File: config.mk
export PLATFORM = sky130hd
export DESIGN_NAME = gstuff_gen
export DESIGN_NICKNAME = d
export VERILOG_FILES = /design/src/rtl/gstuff_pkg.sv /design/src/rtl/gstuff_req_hold.sv /design/src/rtl/gstuff_slot_gate.sv /design/src/rtl/gstuff_gen.sv
export SDC_FILE = /design/constraint.sdc
export NUM_CORES = 1
export LEC_CHECK = 0
export ABC_AREA = 0
export BUFFER_PORTS_ARGS = -buffer_cell sky130_fd_sc_hd__buf_4
export CORE_AREA = 2 2 39 41
export DETAILED_ROUTE_END_ITERATION = 10
export DIE_AREA = 0 0 41 43
export GPL_ROUTABILITY_DRIVEN = 0
export PLACE_DENSITY = 0.35
export SKIP_LAST_GASP = 1
export SYNTH_ARGS = -nofsm -noshare
export SYNTH_HDL_FRONTEND = slang
export SYNTH_SLANG_ARGS = --single-unit
File: constraint.sdc
create_clock -name clk -period 4.1 [get_ports clk]
set_clock_uncertainty 0.2 [all_clocks]
set_input_delay 0.205 -clock clk [delete_from_list [all_inputs] [get_ports clk]]
set_output_delay 0.205 -clock clk [all_outputs]
set_load 0.02 [all_outputs]
File: src/rtl/gstuff_pkg.sv
package gstuff_pkg;

  typedef enum logic [1:0] {
    REQ_NONE = 2'd0,
    REQ_ADD  = 2'd1,
    REQ_DEL  = 2'd2
  } req_e;

  // A new command is taken only when nothing is pending; conflicting commands cancel.
  function automatic req_e capture_req(input req_e cur, input logic p, input logic n);
    if (cur != REQ_NONE) return cur;
    if (p && !n)         return REQ_ADD;
    if (n && !p)         return REQ_DEL;
    return REQ_NONE;
  endfunction

  // An extra enable needs an idle system cycle inside a free overhead window.
  function automatic logic add_ok(input req_e r, input logic win, input logic used,
                                  input logic tick);
    return (r == REQ_ADD) && win && !used && !tick;
  endfunction

  // A deletion swallows a base tick that falls inside a free overhead window.
  function automatic logic del_ok(input req_e r, input logic win, input logic used,
                                  input logic tick);
    return (r == REQ_DEL) && win && !used && tick;
  endfunction

endpackage

File: src/rtl/gstuff_req_hold.sv
module gstuff_req_hold
  import gstuff_pkg::*;
(
  input  logic clk,
  input  logic rst_n,
  input  logic stuff_pos,
  input  logic stuff_neg,
  input  logic served,
  output req_e pend
);

  req_e pend_q;

  always_ff @(posedge clk) begin
    if (!rst_n)      pend_q <= REQ_NONE;
    else if (served) pend_q <= REQ_NONE;
    else             pend_q <= capture_req(pend_q, stuff_pos, stuff_neg);
  end

  assign pend = pend_q;


  both_cmd_ignored_chk: assert property (@(posedge clk) disable iff (!rst_n)
    (pend_q == REQ_NONE && stuff_pos && stuff_neg) |=> (pend_q == REQ_NONE));


  pending_held_chk: assert property (@(posedge clk) disable iff (!rst_n)
    (pend_q != REQ_NONE && !served) |=> $stable(pend_q));

endmodule

File: src/rtl/gstuff_slot_gate.sv
module gstuff_slot_gate
  import gstuff_pkg::*;
#(
  parameter int POS_W   = 4,
  parameter int OVH_POS = 0
) (
  input  logic             clk,
  input  logic             rst_n,
  input  logic [POS_W-1:0] frame_pos,
  input  logic             base_tick,
  input  req_e             pend,
  output logic             in_ovh,
  output logic             add_act,
  output logic             del_act
);

  localparam logic [POS_W-1:0] OvhCode = POS_W'(OVH_POS);

  logic used_q;

  assign in_ovh  = (frame_pos == OvhCode);
  assign add_act = add_ok(pend, in_ovh, used_q, base_tick);
  assign del_act = del_ok(pend, in_ovh, used_q, base_tick);

  // One action per visit of the overhead window; cleared when the window ends.
  always_ff @(posedge clk) begin
    if (!rst_n)       used_q <= 1'b0;
    else if (!in_ovh) used_q <= 1'b0;
    else              used_q <= used_q | add_act | del_act;
  end


  one_per_window_chk: assert property (@(posedge clk) disable iff (!rst_n)
    (add_act || del_act) |=> !(add_act || del_act));


  add_on_idle_chk: assert property (@(posedge clk) disable iff (!rst_n)
    add_act |-> (!base_tick && in_ovh));


  del_on_tick_chk: assert property (@(posedge clk) disable iff (!rst_n)
    del_act |-> (base_tick && in_ovh));


  no_dual_action_chk: assert property (@(posedge clk) disable iff (!rst_n)
    !(add_act && del_act));

endmodule

File: src/rtl/gstuff_gen.sv
module gstuff_gen
  import gstuff_pkg::*;
#(
  parameter int POS_W   = 4,
  parameter int OVH_POS = 0
) (
  input  logic             clk,
  input  logic             rst_n,
  input  logic             base_tick,
  input  logic             stuff_pos,
  input  logic             stuff_neg,
  input  logic [POS_W-1:0] frame_pos,
  output logic             gclk_en,
  output logic             stuff_ack
);

  req_e pend_w;
  logic in_ovh_w;
  logic add_act_w;
  logic del_act_w;
  logic served_w;

  assign served_w = add_act_w | del_act_w;

  gstuff_req_hold u_hold (
    .clk       (clk),
    .rst_n     (rst_n),
    .stuff_pos (stuff_pos),
    .stuff_neg (stuff_neg),
    .served    (served_w),
    .pend      (pend_w)
  );

  gstuff_slot_gate #(
    .POS_W   (POS_W),
    .OVH_POS (OVH_POS)
  ) u_gate (
    .clk       (clk),
    .rst_n     (rst_n),
    .frame_pos (frame_pos),
    .base_tick (base_tick),
    .pend      (pend_w),
    .in_ovh    (in_ovh_w),
    .add_act   (add_act_w),
    .del_act   (del_act_w)
  );

  always_ff @(posedge clk) begin
    if (!rst_n) begin
      gclk_en   <= 1'b0;
      stuff_ack <= 1'b0;
    end else begin
      gclk_en   <= (base_tick & ~del_act_w) | add_act_w;
      stuff_ack <= served_w;
    end
  end


  ack_in_window_chk: assert property (@(posedge clk) disable iff (!rst_n)
    $rose(stuff_ack) |-> $past(in_ovh_w));


  plain_follow_chk: assert property (@(posedge clk) disable iff (!rst_n)
    !served_w |=> (gclk_en == $past(base_tick)));

endmodule

== Word-level counts from Yosys, hierarchy flattened ==
Index checks and enable logic that the tools add are counted.
Word-level totals
  register bits: 5
  output and inout port bits: 2
  word-level logic and storage cells: 47
Operators by class
  equality and inequality tests: 2
  muxes and demuxes: 18
  bitwise operators: 7
  reductions and logical operators: 16
Operator list (number)
  $mux 1: 12
  $mux 2: 6
  $logic_and 1x1->1: 8
  $logic_not 1->1: 4
  $logic_not 4->1: 1
  $or 1x1->1: 4
  $eq 2x1->1 const B: 1
  $eq 2x2->1 const B: 1
  $not 1->1: 2
  $reduce_and 2->1: 1
  $reduce_bool 2->1: 1
  $reduce_or 2->1: 1
  $and 1x1->1: 1

== Depth between registers and ports, before layout ==
  depth in word-level cells: 17
  mapped depth: 4
  mapped depth without buffers: 3

== Modules after synthesis ==
Synthesis repeated with hierarchy kept, for this count alone.
Second synthesis, totals
  cell total of the unflattened synthesis: 22
  area, all modules: 240.2 um2
Modules (own cells, without submodules)
  gstuff_slot_gate: times used 1, cells each 7, area each 85.1 um2
  gstuff_req_hold: times used 1, cells each 9, area each 81.3 um2
  gstuff_gen: times used 1, cells each 6, area each 73.8 um2

== Least setup slack after synthesis ==
OpenSTA, ideal clock, no wires.
  path type: in2reg
  start point: input frame_pos[1]
  end point: register gclk_en
  library setup time: 0.074 ns
  arrival: 1.325 ns
  required time: 3.826 ns
  setup slack: 2.501 ns
  stages on the path: 4
  cells stage by stage: or4_1 buf_2 or3_1 a31oi_1
On the way
  longest elaborated chain between the ends: 7
  elaborated cells between the ends (all ways): 10
  those cells by class: bitwise (3); reduce/logical (7)
RTL lines
  start, declared: line gstuff_gen.sv:12  | input logic [POS_W-1:0] frame_pos,
  $logic_not 4->1 *: line gstuff_slot_gate.sv:21  | assign in_ovh = (frame_pos == OvhCode);
  $logic_and 1x1->1 (3 in a row): line gstuff_pkg.sv:26  | return (r == REQ_DEL) && win && !used && tick;
  $not 1->1: line gstuff_gen.sv:53  | gclk_en <= (base_tick & ~del_act_w) | add_act_w;
  $and 1x1->1: line gstuff_gen.sv:53
  $or 1x1->1 *: line gstuff_gen.sv:53
  end signal, assigned: line gstuff_gen.sv:53
  end, declared: line gstuff_gen.sv:13  | output logic gclk_en,
Every way passes the cells marked *; elsewhere a longest branch is shown, timed or not.
A chain may end at the register's enable or synchronous reset.

== Worst setup path in the final report ==
Same ends and word-level chain as after synthesis.

==> impl_metrics.py <==
metrics = {
    "cts": {
        "cts_tree": "yes",
        "insertion_delay_ns": 0.23,
        "ctsRootBufferMaster": "clkbuf_4",
        "cts_sinks": 5,
        "path_clk_slew_ns": 0.04,
        "ctsResizeCount": 0,
        "post_cts_buffers": 0,
        "cts_hold_buf": 0,
        "clockBufferDepth": 2,
        "cts_max_level": 1,
        "cts_buffers": 3,
    },
    "floorplanning": {
        "die_h_um": 43,
        "fp-row-count": 14,
        "die_area_mm2": 0.00176,
        "io_pins": 11,
        "core_area_mm2": 0.00138,
        "die_x_um": 41,
        "start_util_pct": 16.2,
    },
    "sta": {
        "tightest_slew_ns": 0.237,
        "fin_tns_setup_ns": 0,
        "fmax_mhz": 660,
        "fin_crit_sh_pct": 37.0,
        "maxSlewViolCount": 0,
        "slew_headroom_pct": 84.0,
        "finalHoldViolations": 0,
        "setup_viol": 0,
        "min_period_ns": 1.52,
        "rsz0062_at_grt": "no",
    },
    "critical_path": {
        "crit_fanout": 6,
        "crit_family": "simple AND/OR/NAND/NOR gates",
        "critPathCaptureType": "register",
        "critPathRequiredTime_ns": 4.06,
        "worst-path-buf-inv": 1,
        "cp_cell_sequence": "buf_4, or4_1, or3_1, a31oi_1",
        "r2r-start": "u_hold.pend[1]$_SDFFE_PP0N_",
        "crit_arrival_ns": 1.47,
        "timing.rr.end": "stuff_ack$_SDFF_PN0_",
        "worst_setup_path_start_kind": "primary input",
        "reg2regPathDepth": 3,
        "timing.reg2reg.setup_slack_ns": 2.85,
        "cpPeakStageDelay_ns": 0.61,
        "worstSetupPathType": "primary input to register",
        "slowest_stage": "or4_1",
    },
    "logic_synthesis": {
        "yosysWarnings": 0,
        "ys_ff_latch": 5,
        "yosysUniqueCellTypes": 15,
        "synth-seq-area-share_pct": 44.7,
        "syn-instance-count": 27,
        "synth_area_per_cell_um2": 8.30,
        "synthesis.nets": 36,
        "syn_area_um2": 224,
    },
    "placement": {
        "dp_hpwl_um": 392,
        "io_buffers": 10,
        "placed_area_um2": 314,
    },
    "worst_hold_path": {
        "hold_depth": 3,
        "hp-class": "primary input to register",
        "min_from": "rst_n",
        "holdPathEnd": "u_hold.pend[1]$_SDFFE_PP0N_",
    },
    "grt": {
        "grt_max_degree": 7,
        "grt_use_total_pct": 7.34,
        "grt-ovfl-total": 0,
        "grt_pass1_wl_um": 786,
        "antenna_found_initial": 0,
        "grt_pass1_vias": 215,
    },
    "job": {
        "cap_violations": 0,
    },
    "outcome": {
        "outcome": "finished clean",
    },
    "layout": {
        "antenna_cells": 0,
        "fin_nets": 50,
        "area_growth_pct": 52.0,
        "design_area_um2": 340,
        "drive_gt1_share_pct": 32.5,
        "fin_util_pct": 24.6,
        "layout_commonest_cell": "buf_4",
        "layout_common_cells": "buf_4 (10), dfxtp_1 (5), o21ai_0 (4)",
    },
    "power_and_ir_drop": {
        "p_leak_nw": 0.141,
        "peakVddDrop_v": 0.000178,
        "power_density_mw_per_mm2": 359,
    },
    "drt": {
        "first_pass_iters": 4,
        "drcViolationCount": 0,
        "postRouteAntennaNets": 0,
        "vias_per_cell": 4.23,
        "wl_per_cell_um": 8.11,
        "wl_um": 454,
        "vias": 237,
        "drt_iter0_markers": 2,
    },
}
[layout make-up]
cell class                 instances  area [um^2]
fill                             156         1040
multi-input combinational         18          108
sequential                         5          100
timing repair buffer              10         75.1
clock buffer                       4         26.3
tap                               16         20.0
inverter                           3         11.3
[metrics by stage]
stage | instances | total power [mW] | setup slack (ns) | hold slack, ns
floorplan | 27 | 0.0606 | 2.50 | 0.141
global placement | 52 | 0.0693 | 2.33 | 0.272
detailed placement | 52 | 0.0693 | 2.34 | 0.278
CTS | 56 | 0.126 | 2.58 | 0.0230
global route | 56 | 0.134 | 2.53 | 0.0401
finish | 56 | 0.122 | 2.58 | 0.0327
[layer usage]
layer | wire [um] | track usage [%] | up-vias | share of wire (%)
met5 | 0 | 0 | - | 0
met4 | 0 | 4.00 | 0 | 0
met3 | 56 | 8.38 | 0 | 12
met2 | 222 | 10.0 | 8 | 49
met1 | 175 | 6.15 | 104 | 39
li1 | - | - | 125 | -
[synthesized netlist by cell type]
master    number  area, um^2
a31oi_1        2        12.5
or3_1          1        6.26
nor3b_1        1        7.51
nand3b_1       1        7.51
o21ai_0        4        20.0
o21a_1         1        7.51
nor3_1         2        10.0
inv_1          3        11.3
nand2b_1       1        6.26
buf_2          1        5.00
nor4b_1        1        8.76
or4_1          1        7.51
nor4_1         1        6.26
nor2_1         2        7.51
dfxtp_1        5         100
[worst register-to-register path, cell delays in order (launching register included)]
cell      delay (ns)
dfxtp_1         0.32
nand2b_1        0.16
o21ai_0         0.22
nor4b_1         0.25
[how the worst max path moves through the flow]
| stage | cells after the start | from | slack (ns) | endpoint |
|---|---|---|---|---|
| finish | 4 | frame_pos[1] | 2.58 | gclk_en$_SDFF_PN0_ |
| global route | 4 | frame_pos[1] | 2.53 | gclk_en$_SDFF_PN0_ |
| floorplan | 4 | frame_pos[1] | 2.50 | gclk_en$_SDFF_PN0_ |
| CTS | 4 | frame_pos[1] | 2.58 | gclk_en$_SDFF_PN0_ |
| detailed placement | 4 | frame_pos[1] | 2.34 | gclk_en$_SDFF_PN0_ |
| global placement | 4 | frame_pos[1] | 2.33 | gclk_en$_SDFF_PN0_ |
[where the power goes]
part	switching [mW]	leakage [nW]	internal [mW]	total (mW)
Sequential	0.00156	0.0410	0.0512	0.0527
Clock	0.0173	0.0150	0.0366	0.0539
Combinational	0.00647	0.0853	0.00900	0.0155
Total	0.0253	0.141	0.0968	0.122
[flip-flops by register name, indices dropped and copies added, names as in the netlist]
signal / count
gclk_en: 1
u_gate.used_q: 1
stuff_ack: 1
u_hold.pend: 2
[cells by family after synthesis]
group	Yosys count	synth area share, %
and+or+nand+nor	11	30.2
AOI/OAI and AO/OA	7	17.9
DFF	5	44.7
buffers and inverters	4	7.26
Note: power is estimated with default switching activity, not from simulation.
